==> src/rtl/isp_pkg.sv <==
`timescale 1ns/1ps
package isp_pkg;
   localparam logic [7:0] OP_MULTI    = 8'hAC;
   localparam logic [7:0] ARG_OPEN    = 8'h53;
   localparam logic [7:0] OPEN_ECHO   = 8'h69;
   localparam logic [7:0] OP_RD_BYTE  = 8'h20;
   localparam logic [7:0] OP_WR_BYTE  = 8'h40;
   localparam logic [7:0] OP_RD_LOCK  = 8'h24;
   localparam logic [7:0] OP_RD_IDENT = 8'h28;
   localparam logic [7:0] OP_RD_PAGE  = 8'h30;
   localparam logic [7:0] OP_WR_PAGE  = 8'h50;

   typedef enum logic [3:0] {
      CMD_NONE, CMD_OPEN, CMD_ERASE, CMD_SET_LOCK, CMD_RD_BYTE,
      CMD_WR_BYTE, CMD_RD_LOCK, CMD_RD_IDENT, CMD_RD_PAGE, CMD_WR_PAGE
   } cmd_e;

   function automatic cmd_e classify(input logic [7:0] op, input logic [7:0] arg);
      cmd_e k;
      k = CMD_NONE;
      unique case (op)
         OP_MULTI: begin
            if (arg == ARG_OPEN)              k = CMD_OPEN;
            else if (arg[7:5] == 3'b100)      k = CMD_ERASE;
            else if (arg[7:2] == 6'b111000)   k = CMD_SET_LOCK;
         end
         OP_RD_BYTE:  k = CMD_RD_BYTE;
         OP_WR_BYTE:  k = CMD_WR_BYTE;
         OP_RD_LOCK:  k = CMD_RD_LOCK;
         OP_RD_IDENT: k = CMD_RD_IDENT;
         OP_RD_PAGE:  k = CMD_RD_PAGE;
         OP_WR_PAGE:  k = CMD_WR_PAGE;
         default:     k = CMD_NONE;
      endcase
      return k;
   endfunction
endpackage

==> src/rtl/isp_edge_sync.sv <==
`timescale 1ns/1ps
module isp_edge_sync #(
   parameter int STAGES      = 2,
   parameter int SETTLE_CLKS = 64
) (
   input  logic clk,
   input  logic rst_n,
   input  logic hold,
   input  logic sck,
   input  logic mosi,
   output logic sck_rise,
   output logic sck_fall,
   output logic mosi_s
);
   logic [STAGES-1:0] sck_pipe, mosi_pipe;
   logic              sck_d;
   logic              armed;
   logic              sck_s;

   always_ff @(posedge clk or negedge rst_n) begin
      if (!rst_n) begin
         sck_pipe  <= '0;
         mosi_pipe <= '0;
         sck_d     <= 1'b0;
      end else begin
         sck_pipe  <= {sck_pipe[STAGES-2:0], sck};
         mosi_pipe <= {mosi_pipe[STAGES-2:0], mosi};
         sck_d     <= sck_pipe[STAGES-1];
      end
   end

   assign sck_s  = sck_pipe[STAGES-1];
   assign mosi_s = mosi_pipe[STAGES-1];

   generate
      if (SETTLE_CLKS == 0) begin : g_no_guard
         assign armed = hold;
      end else begin : g_guard
         localparam int CNT_W = $clog2(SETTLE_CLKS + 1);
         logic [CNT_W-1:0] low_cnt;
         logic             armed_q;
         always_ff @(posedge clk or negedge rst_n) begin
            if (!rst_n) begin
               low_cnt <= '0;
               armed_q <= 1'b0;
            end else if (!hold) begin
               low_cnt <= '0;
               armed_q <= 1'b0;
            end else if (!armed_q) begin
               if (sck_s)
                  low_cnt <= '0;
               else if (low_cnt == CNT_W'(SETTLE_CLKS - 1))
                  armed_q <= 1'b1;
               else
                  low_cnt <= low_cnt + CNT_W'(1);
            end
         end
         assign armed = armed_q & hold;
      end
   endgenerate

   assign sck_rise = armed &  sck_s & ~sck_d;
   assign sck_fall = armed & ~sck_s &  sck_d;
endmodule

==> src/rtl/isp_shifter.sv <==
`timescale 1ns/1ps
module isp_shifter #(
   parameter int BYTE_W = 8
) (
   input  logic              clk,
   input  logic              rst_n,
   input  logic              hold,
   input  logic              sck_rise,
   input  logic              sck_fall,
   input  logic              mosi_s,
   input  logic [BYTE_W-1:0] tx_next,
   output logic              byte_done,
   output logic [BYTE_W-1:0] rx_byte,
   output logic              miso
);
   localparam int BIT_W = $clog2(BYTE_W);
   logic [BIT_W-1:0]  bit_cnt;
   logic [BYTE_W-1:0] tx_q;

   always_ff @(posedge clk or negedge rst_n) begin
      if (!rst_n) begin
         bit_cnt   <= '0;
         rx_byte   <= '0;
         tx_q      <= '0;
         byte_done <= 1'b0;
      end else if (!hold) begin
         bit_cnt   <= '0;
         tx_q      <= '0;
         byte_done <= 1'b0;
      end else begin
         byte_done <= 1'b0;
         if (sck_rise) begin
            rx_byte <= {rx_byte[BYTE_W-2:0], mosi_s};
            bit_cnt <= bit_cnt + BIT_W'(1);
            if (bit_cnt == BIT_W'(BYTE_W - 1))
               byte_done <= 1'b1;
         end
         if (sck_fall) begin
            if (bit_cnt == '0) tx_q <= tx_next;
            else               tx_q <= {tx_q[BYTE_W-2:0], 1'b0};
         end
      end
   end

   assign miso = tx_q[BYTE_W-1];
endmodule

==> src/rtl/isp_frame_dec.sv <==
`timescale 1ns/1ps
module isp_frame_dec import isp_pkg::*; #(
   parameter int         ADDR_W    = 13,
   parameter logic [7:0] IDENT_B0  = 8'hA5,
   parameter logic [7:0] IDENT_B1  = 8'h3C,
   parameter logic [7:0] IDENT_B2  = 8'h0F
) (
   input  logic              clk,
   input  logic              rst_n,
   input  logic              hold,
   input  logic              byte_done,
   input  logic [7:0]        rx_byte,
   input  logic [7:0]        mem_rdata,
   output logic [7:0]        tx_next,
   output logic [ADDR_W-1:0] mem_addr,
   output logic              mem_rd,
   output logic              mem_wr,
   output logic [7:0]        mem_wdata,
   output logic              mem_erase,
   output logic              enabled,
   output logic [2:0]        lock_bits
);
   localparam int UP_W   = ADDR_W - 8;
   localparam int LOCK_N = 3;

   logic [1:0]        idx_q;
   logic [7:0]        op_q, lo_q, page_cnt;
   logic [UP_W-1:0]   up_q;
   logic [1:0]        lkreq_q;
   cmd_e              kind_q, kind_now;
   logic              page_on, rd_pend;
   logic [LOCK_N-1:0] lock_q;
   logic [1:0]        lock_cur;

   assign kind_now  = classify(op_q, rx_byte);
   assign lock_cur  = 2'($countones(lock_q));
   assign lock_bits = lock_q;

   function automatic logic [7:0] ident_pick(input logic [1:0] sel, input logic masked);
      logic [7:0] v;
      case (sel)
         2'd0:    v = IDENT_B0;
         2'd1:    v = IDENT_B1;
         2'd2:    v = IDENT_B2;
         default: v = 8'hFF;
      endcase
      return masked ? 8'hFF : v;
   endfunction

   always_ff @(posedge clk or negedge rst_n) begin
      if (!rst_n) begin
         idx_q     <= '0;
         op_q      <= '0;
         lo_q      <= '0;
         up_q      <= '0;
         lkreq_q   <= '0;
         kind_q    <= CMD_NONE;
         page_on   <= 1'b0;
         page_cnt  <= '0;
         rd_pend   <= 1'b0;
         tx_next   <= '0;
         mem_addr  <= '0;
         mem_rd    <= 1'b0;
         mem_wr    <= 1'b0;
         mem_wdata <= '0;
         mem_erase <= 1'b0;
         enabled   <= 1'b0;
         lock_q    <= '0;
      end else if (!hold) begin
         idx_q     <= '0;
         page_on   <= 1'b0;
         page_cnt  <= '0;
         rd_pend   <= 1'b0;
         tx_next   <= '0;
         mem_rd    <= 1'b0;
         mem_wr    <= 1'b0;
         mem_erase <= 1'b0;
         enabled   <= 1'b0;
      end else begin
         mem_rd    <= 1'b0;
         mem_wr    <= 1'b0;
         mem_erase <= 1'b0;
         rd_pend   <= mem_rd;
         if (rd_pend) tx_next <= mem_rdata;

         if (byte_done) begin
            if (page_on) begin
               if (kind_q == CMD_WR_PAGE) begin
                  mem_wr    <= 1'b1;
                  mem_addr  <= {up_q, page_cnt};
                  mem_wdata <= rx_byte;
               end else if (page_cnt != 8'hFF) begin
                  mem_rd   <= 1'b1;
                  mem_addr <= {up_q, page_cnt + 8'd1};
               end
               page_cnt <= page_cnt + 8'd1;
               if (page_cnt == 8'hFF) begin
                  page_on <= 1'b0;
                  idx_q   <= '0;
                  tx_next <= '0;
               end
            end else begin
               unique case (idx_q)
                  2'd0: begin
                     op_q    <= rx_byte;
                     idx_q   <= 2'd1;
                     tx_next <= '0;
                  end
                  2'd1: begin
                     kind_q   <= kind_now;
                     up_q     <= rx_byte[UP_W-1:0];
                     lkreq_q  <= {rx_byte[0], rx_byte[1]};
                     idx_q    <= 2'd2;
                     page_cnt <= '0;
                     if (enabled && (kind_now == CMD_RD_PAGE || kind_now == CMD_WR_PAGE))
                        page_on <= 1'b1;
                     if (enabled && kind_now == CMD_RD_PAGE) begin
                        mem_rd   <= 1'b1;
                        mem_addr <= {rx_byte[UP_W-1:0], 8'h00};
                     end
                  end
                  2'd2: begin
                     lo_q    <= rx_byte;
                     idx_q   <= 2'd3;
                     tx_next <= '0;
                     if (kind_q == CMD_OPEN)
                        tx_next <= OPEN_ECHO;
                     else if (enabled) begin
                        case (kind_q)
                           CMD_RD_BYTE: begin
                              mem_rd   <= 1'b1;
                              mem_addr <= {up_q, rx_byte};
                           end
                           CMD_RD_LOCK:  tx_next <= {3'b000, lock_q, 2'b00};
                           CMD_RD_IDENT: tx_next <= ident_pick(rx_byte[1:0], lock_q[1]);
                           default:      tx_next <= '0;
                        endcase
                     end
                  end
                  default: begin
                     idx_q   <= '0;
                     tx_next <= '0;
                     if (kind_q == CMD_OPEN)
                        enabled <= 1'b1;
                     else if (enabled) begin
                        case (kind_q)
                           CMD_ERASE: mem_erase <= 1'b1;
                           CMD_WR_BYTE: begin
                              mem_wr    <= 1'b1;
                              mem_addr  <= {up_q, lo_q};
                              mem_wdata <= rx_byte;
                           end
                           CMD_SET_LOCK:
                              if ({1'b0, lkreq_q} == {1'b0, lock_cur} + 3'd1)
                                 lock_q <= {lock_q[LOCK_N-2:0], 1'b1};
                           default: ;
                        endcase
                     end
                  end
               endcase
            end
         end
      end
   end
endmodule

==> src/rtl/isp_serial_ctrl.sv <==
`timescale 1ns/1ps
module isp_serial_ctrl #(
   parameter int         ADDR_W      = 13,
   parameter int         SYNC_STAGES = 2,
   parameter int         SETTLE_CLKS = 64,
   parameter logic [7:0] IDENT_B0    = 8'hA5,
   parameter logic [7:0] IDENT_B1    = 8'h3C,
   parameter logic [7:0] IDENT_B2    = 8'h0F
) (
   input  logic              clk,
   input  logic              rst_n,
   input  logic              isp_hold,
   input  logic              sck,
   input  logic              mosi,
   output logic              miso,
   output logic [ADDR_W-1:0] mem_addr,
   output logic              mem_rd,
   output logic              mem_wr,
   output logic [7:0]        mem_wdata,
   output logic              mem_erase,
   input  logic [7:0]        mem_rdata
);
   localparam int BYTE_W = 8;

   generate
      if (ADDR_W < 9 || ADDR_W > 16) begin : g_bad_addr_w
         $error("ADDR_W must lie between 9 and 16");
      end
      if (SYNC_STAGES < 2) begin : g_bad_sync
         $error("SYNC_STAGES must be at least 2");
      end
      if (SETTLE_CLKS < 0) begin : g_bad_settle
         $error("SETTLE_CLKS must not be negative");
      end
   endgenerate

   logic              sck_rise, sck_fall, mosi_s, byte_done, enabled;
   logic [BYTE_W-1:0] rx_byte, tx_next;
   logic [2:0]        lock_bits;

   isp_edge_sync #(.STAGES(SYNC_STAGES), .SETTLE_CLKS(SETTLE_CLKS)) u_sync (
      .clk(clk), .rst_n(rst_n), .hold(isp_hold), .sck(sck), .mosi(mosi),
      .sck_rise(sck_rise), .sck_fall(sck_fall), .mosi_s(mosi_s)
   );

   isp_shifter #(.BYTE_W(BYTE_W)) u_shift (
      .clk(clk), .rst_n(rst_n), .hold(isp_hold), .sck_rise(sck_rise),
      .sck_fall(sck_fall), .mosi_s(mosi_s), .tx_next(tx_next),
      .byte_done(byte_done), .rx_byte(rx_byte), .miso(miso)
   );

   isp_frame_dec #(.ADDR_W(ADDR_W), .IDENT_B0(IDENT_B0), .IDENT_B1(IDENT_B1),
                   .IDENT_B2(IDENT_B2)) u_dec (
      .clk(clk), .rst_n(rst_n), .hold(isp_hold), .byte_done(byte_done),
      .rx_byte(rx_byte), .mem_rdata(mem_rdata), .tx_next(tx_next),
      .mem_addr(mem_addr), .mem_rd(mem_rd), .mem_wr(mem_wr),
      .mem_wdata(mem_wdata), .mem_erase(mem_erase), .enabled(enabled),
      .lock_bits(lock_bits)
   );
endmodule

==> config.mk <==
export PLATFORM = sky130hd
export DESIGN_NAME = isp_serial_ctrl
export DESIGN_NICKNAME = d
export VERILOG_FILES = /design/src/rtl/isp_pkg.sv /design/src/rtl/isp_edge_sync.sv /design/src/rtl/isp_shifter.sv /design/src/rtl/isp_frame_dec.sv /design/src/rtl/isp_serial_ctrl.sv
export SDC_FILE = /design/constraint.sdc
export NUM_CORES = 1
export LEC_CHECK = 0
export ABC_AREA = 1
export BUFFER_PORTS_ARGS = -buffer_cell sky130_fd_sc_hd__buf_4
export CORE_MARGIN = 2
export CORE_UTILIZATION = 25
export CTS_BUF_LIST = sky130_fd_sc_hd__clkbuf_4
export DETAILED_ROUTE_END_ITERATION = 16
export PLACE_DENSITY_LB_ADDON = 0.12
export SYNTH_ARGS = -nofsm -noshare
export SYNTH_HDL_FRONTEND = slang
export SYNTH_SLANG_ARGS = --single-unit
==> constraint.sdc <==
create_clock -name clk -period 4.1 [get_ports clk]
set_input_delay 0 -clock clk [delete_from_list [all_inputs] [get_ports clk]]
set_output_delay 0 -clock clk [all_outputs]
set_load 0.05 [all_outputs]
After elaboration in Yosys (flattened, before gate mapping):

Cells that the tools add are included.

* output and inout bits: 25
* logic and storage cells: 207
* bits in registers: 108

* reductions and logical operators: 22
* bitwise logic cells: 10
* equal/unequal tests: 49
* mux-type cells: 94
* add/subtract/negate cells: 6

Operator list (count)
* 8-bit two-way mux: 21
* 13-bit two-way mux: 10
* 1-bit two-way mux: 43
* 13-bit one-hot mux with 3 select lines: 1
* 8-bit by 6-bit equality test with 1-bit output (second input constant): 4
* 8-bit one-hot mux with 2 select lines: 2
* 7-bit two-way mux: 4
* 4-bit one-hot mux with 7 select lines: 1
* 8-bit by 7-bit equality test with 1-bit output (second input constant): 3
* 8-bit one-hot mux with 3 select lines: 1
* 4-bit by 3-bit equality test with 1-bit output (second input constant): 4
* 8-bit equality test (second input constant): 2
* 4-bit AND reduction: 4
* 2-bit by 1-bit != test with 1-bit output (second input constant): 7
* 4-bit equality test (second input constant): 3
* 3-bit by 2-bit != test with 1-bit output (second input constant): 4
* 11-bit AND reduction: 1
* 2-bit two-way mux: 5
* 3-bit by 1-bit != test with 1-bit output (second input constant): 3
* 8-bit by 1-bit adder with 8-bit output (second input constant): 1
* 4-bit by 2-bit equality test with 1-bit output (second input constant): 2
* 4-bit two-way mux: 2
* 2-bit != test (second input constant): 4
* 8-bit != test (second input constant): 1
* other kinds (29): 48

Longest topological paths before layout:

* depth after elaboration: 13
* mapped depth: 13

Hierarchy:

From an unflattened synthesis, not the netlist that was laid out.

* cell total of the unflattened synthesis: 714
* area total of the unflattened synthesis: 5621.6 um2

By module, submodules not included
* isp_frame_dec: instances 1, cells each 530, area an instance 4073.9 um2, sequential area each 1826.8 um2
* isp_shifter: instances 1, cells each 118, area an instance 958.4 um2, sequential area each 500.5 um2
* isp_edge_sync: instances 1, cells each 66, area an instance 589.3 um2, sequential area each 325.3 um2

Worst setup path before layout:

Ideal clock, no wire load.

* path type: register -> register
* start point: register u_dec.lock_q[2] (netlist: u_dec.lock_bits[2])
* end point: register u_dec.lock_q[1] (netlist: u_dec.lock_bits[1])
* data arrival time: 1659 ps
* path slack: 2319 ps
* path buffers: 0
* cell stages (with the launch flop): 12
* library setup time: 122 ps
* data required time: 3978 ps
* path through: dfrtp_1 > inv_1 > ha_1 > inv_1 > ha_1 > ha_1 > nand2_1 > nand3_1 > nor4_4 > nand3b_2 > nand2_1 > o21ai_1

* word-level cells in the longest chain between the ends: 4

Ends and longest elaborated chain
* start, declared: RTL line isp_frame_dec.sv:32 `logic [LOCK_N-1:0] lock_q;`
* start signal, assigned: RTL line isp_frame_dec.sv:155 `lock_q <= {lock_q[LOCK_N-2:0], 1'b1};`
* 2-bit by 1-bit adder with 2-bit output (not written as such): RTL line isp_frame_dec.sv:36 `assign lock_cur = 2'($countones(lock_q));`
* 2-bit by 1-bit adder with 3-bit output: RTL line isp_frame_dec.sv:154 `if ({1'b0, lkreq_q} == {1'b0, lock_cur} + 3'd1)`
* 2-bit by 3-bit equality test with 1-bit output: RTL line isp_frame_dec.sv:154
* 8-bit AND reduction (no line)

No other way between the ends.
A chain may end at the register's enable or synchronous reset.

Worst setup path after layout:

* start point: register u_dec.idx_q[0]
* end point: register u_dec.tx_next[0]

* word-level cells in the longest chain between the ends: 5
* elaborated cells between the ends (all ways): 6
* those cells by class: eq/ne (2); mux (4)

Ends and longest elaborated chain
* start, declared: RTL line isp_frame_dec.sv:26 `logic [1:0] idx_q;`
* start signal, assigned: RTL line isp_frame_dec.sv:52 `idx_q <= '0;`
* start signal, assigned: RTL line isp_frame_dec.sv:70 `idx_q <= '0;`
* start signal, assigned: RTL line isp_frame_dec.sv:99 `idx_q <= '0;`
* 2-bit equality test or 2-bit by 1-bit equality test with 1-bit output (tied branches): RTL line isp_frame_dec.sv:103 `unique case (idx_q)`
* 8-bit one-hot mux with 2 select lines *: RTL line isp_frame_dec.sv:103
* 8-bit two-way mux *: RTL line isp_frame_dec.sv:87 `if (page_on) begin`
* 8-bit two-way mux *: RTL line isp_frame_dec.sv:86 `if (byte_done) begin`
* 8-bit two-way mux *: RTL line isp_frame_dec.sv:69 `end else if (!hold) begin`
* end signal, assigned: RTL line isp_frame_dec.sv:84 `if (rd_pend) tx_next <= mem_rdata;`
* end signal, assigned: RTL line isp_frame_dec.sv:134 `CMD_RD_LOCK: tx_next <= {3'b000, lock_q, 2'b00};`
* end signal, assigned: RTL line isp_frame_dec.sv:135 `CMD_RD_IDENT: tx_next <= ident_pick(rx_byte[1:0], lock_q[1]);`
* end, declared: RTL line isp_frame_dec.sv:14 `output logic [7:0] tx_next,`

Every way passes the cells marked *; elsewhere a longest branch is shown, timed or not.

==> results_dict.tcl <==
set metrics [dict create \
    status "complete, no violations" \
    syn_area_per_cell_um2 8.23 \
    grt.total_usage_pct 13.2 \
    wl_per_cell_um 14.7 \
    peakVddDrop_mv 0.108 \
    drt_iter0_markers 347 \
    dieHeight_um 152 \
    cap_violations 0 \
    worst_setup_path_end_kind "flop" \
    maxSlewHeadroom_pct 21.5 \
    r2r_cells 8 \
    yosys_warnings 0 \
    drive_above_1_share_pct 12.2 \
    design_area_mm2 0.00628 \
    cts_setup_buffers 0 \
    finalSetupViolCount 0 \
    ys_ff_latch 106 \
    placed_area_mm2 0.00603 \
    ys.flop_type "dfrtp_1" \
    path_clk_slew_ns 0.17 \
    place.gp.congestion 0.854 \
    r2r-start "u_dec.idx_q[0]$_DFFE_PN0P_" \
    place_ws_ns 1.93 \
    critPathLaunchType "flop" \
    critPathKind "reg -> reg" \
    arrival_ns 2.71 \
    rrSetupSlack_ns 1.82 \
    hold_start "mosi" \
    finalPower_mw 1.64 \
    via_per_inst 4.52 \
    portBuffers 37 \
    via_count 4502 \
    syn_area_mm2 0.00550 \
    synth_edf_count 0 \
    leakage_nw 2.92 \
    synthArstFlopShare_pct 100 \
    finalCriticalPeriod_ns 2.28 \
    cts_tree "built" \
    yosys.area.top_type "dfrtp_1" \
    grt_pass1_vias 4570 \
    synth_most_common_cell "nand2_1" \
    dr.pass1.iters 5 \
    htree_levels 3 \
    std_cell_rows 54 \
    grt_first_pass_wirelength_um 24500 \
    grt_start_max_net_pins 75 \
    ant_nets 0 \
    wl_um 14700 \
    finalWorstSetupSlack_ns 1.82 \
    hold_class "in -> reg" \
    maxSlewViolCount 0 \
    die_w_um 152 \
    min_to "u_sync.mosi_pipe[0]$_DFF_PN0_" \
    fin_skew_ns 0.0234 \
    hold_slack_ns 0.139 \
    fill_cells 2326 \
    io_pins 38 \
    initial_core_util_pct 25.3 \
    antenna_found_initial 1 \
    synthCells 668 \
    synth_cell_types 40 \
    finalHoldViolations 0 \
    cp_max_fo 16 \
    min_path_cells 2 \
    hpwlAfterDp_um 10800 \
    synthesis.nets 700 \
    finalCritPeriodShare_pct 55.5 \
    fmax_mhz 439 \
    seq_area_frac_synth_pct 48.3 \
    grt-ovfl-total 0 \
    clk_latency_ns 0.50 \
    drc 0 \
    synth_area_leaders "dfrtp_1 (48%), nand2_1 (12%), o21ai_0 (6.4%)" \
    critical_path_required_ns 4.54 \
    synth_top_area_share_pct 48.3 \
    tns_ns 0 \
    timing.rr.end "u_dec.tx_next[0]$_DFF_PN0_" \
    syn2layout_area_growth_pct 14.2 \
    cts_made_buffers 9 \
    root_buffer "clkbuf_4" \
    cts_max_path_buffers 2 \
    cts_resized 0 \
    rsz0062_at_grt "no" \
    cts_sinks 106 \
    fin_nets 743 \
    synth_common_cells "nand2_1 (171), dfrtp_1 (106), inv_1 (79)" \
    power_density_mw_per_mm2 261 \
    core_area_mm2 0.0217 \
    worst_pin_slew_ns 1.17 \
    die_area_mm2 0.0232 \
]
[metrics by stage]
| step | instances | util, % |
|---|---|---|
| 6_report | 997 | 28.9 |
| 5_1_grt | 997 | 28.9 |
| 4_1_cts | 996 | 28.9 |
| 3_5_place_dp | 968 | 27.8 |
| 3_3_place_gp | 968 | 27.8 |
| 2_1_floorplan | 668 | - |
[report_power, final]
| part | leakage, nW | internal [mW] | switching [mW] | total (mW) |
|---|---|---|---|---|
| registers | 1.39 | 1.05 | 0.00435 | 1.05 |
| clock network | 0.0647 | 0.129 | 0.381 | 0.511 |
| logic | 1.46 | 0.0218 | 0.0503 | 0.0721 |
| total | 2.92 | 1.20 | 0.436 | 1.64 |
[routing by layer]
| layer | track usage [%] | vias to the layer above | share of wire, % |
|---|---|---|---|
| met1 | 18.4 | 2128 | 49 |
| met4 | 4.90 | 0 | 1.9 |
| met3 | 2.05 | 15 | 3.7 |
| met2 | 20.5 | 75 | 45 |
| li1 | - | 2284 | - |
| met5 | 0 | - | 0 |
[registers in the layout, summed over array words and instances (netlist names), 2 cells and up]
register,count
u_dec.op_q,8
u_dec.idx_q,2
u_shift.rx_byte,8
u_dec.page_cnt,8
u_dec.tx_next,8
u_dec.mem_wdata,8
u_shift.tx_q,8
u_sync.g_guard.low_cnt,7
u_sync.sck_pipe,2
u_dec.up_q,4
u_shift.bit_cnt,3
u_dec.mem_addr,13
u_sync.mosi_pipe,2
u_dec.lock_bits,3
u_dec.kind_q,4
u_dec.lo_q,8
[layout make-up]
type,instances,area (um^2),area share [%]
Antenna cell,1,2.50,0.0399
Clock buffer,9,67.6,1.08
Clock inverter,7,51.3,0.817
Inverter,88,333,5.30
Multi-Input combinational cell,456,2410,38.5
Sequential cell,106,2650,42.3
Tap cell,280,350,5.58
Timing Repair Buffer,50,405,6.46
[critical path: stages (launching register included)]
cell,delay [ns]
dfrtp_1,0.44
inv_1,0.11
ha_1,0.54
nand2_1,0.40
nor3_1,0.36
o21ai_0,0.15
nand2_1,0.09
nand2_1,0.06
nand2_1,0.07
[placed cells by master (no fill, tap or decap), drive strengths merged]
cell | synthesis | layout
nand2 | 175 | 175
dfrtp | 106 | 106
o21ai | 94 | 94
inv | 88 | 91
nor2 | 46 | 46
buf | 9 | 38
nand3 | 35 | 35
a21oi | 30 | 30
ha | 19 | 19
dlygate4sd3 | 0 | 12
nor3 | 12 | 12
o22ai | 10 | 10
nand4 | 9 | 9
clkbuf | 9 | 9
o211ai | 6 | 6
a32o | 4 | 4
o32ai | 4 | 4
clkinv | 0 | 3
a21boi | 2 | 2
xor2 | 2 | 2
nor4 | 2 | 2
o31ai | 2 | 2
nand3b | 2 | 2
diode | 0 | 1
o2bb2ai | 1 | 1
xnor2 | 1 | 1
clkinvlp | 0 | 1
[cell families after synthesis]
kind of cell / after synthesis / share of synthesized area [%]
and+or+nand+nor: 281 / 22.9
AOI/OAI and AO/OA: 153 / 16.1
buffers and inverters: 106 / 7.92
DFF: 106 / 48.3
adders and majority gates: 19 / 4.33
xor gates and xnor gates: 3 / 0.478
[how the worst max path moves through the flow]
stage	from	endpoint	slack, ns	cells past startpoint
after floorplan	u_dec.lock_bits[2]$_DFFE_PN0P_	u_dec.lock_bits[1]$_DFFE_PN0P_	2.32	11
after global placement	u_dec.idx_q[0]$_DFFE_PN0P_	u_dec.mem_addr[8]$_DFFE_PN0P_	1.97	11
after detailed placement	u_dec.idx_q[0]$_DFFE_PN0P_	u_dec.tx_next[0]$_DFF_PN0_	1.93	8
after CTS	u_dec.idx_q[0]$_DFFE_PN0P_	u_dec.tx_next[0]$_DFF_PN0_	1.87	8
after global routing	u_dec.idx_q[0]$_DFFE_PN0P_	u_dec.tx_next[0]$_DFF_PN0_	1.59	8
final	u_dec.idx_q[0]$_DFFE_PN0P_	u_dec.tx_next[0]$_DFF_PN0_	1.82	8
[what timing repair did]
item,CTS,global route
endpoints found under the hold margin,98,0
endpoints found under the setup margin,0,0
hold buffers,12,0
Power figures use the tool's default switching activity.
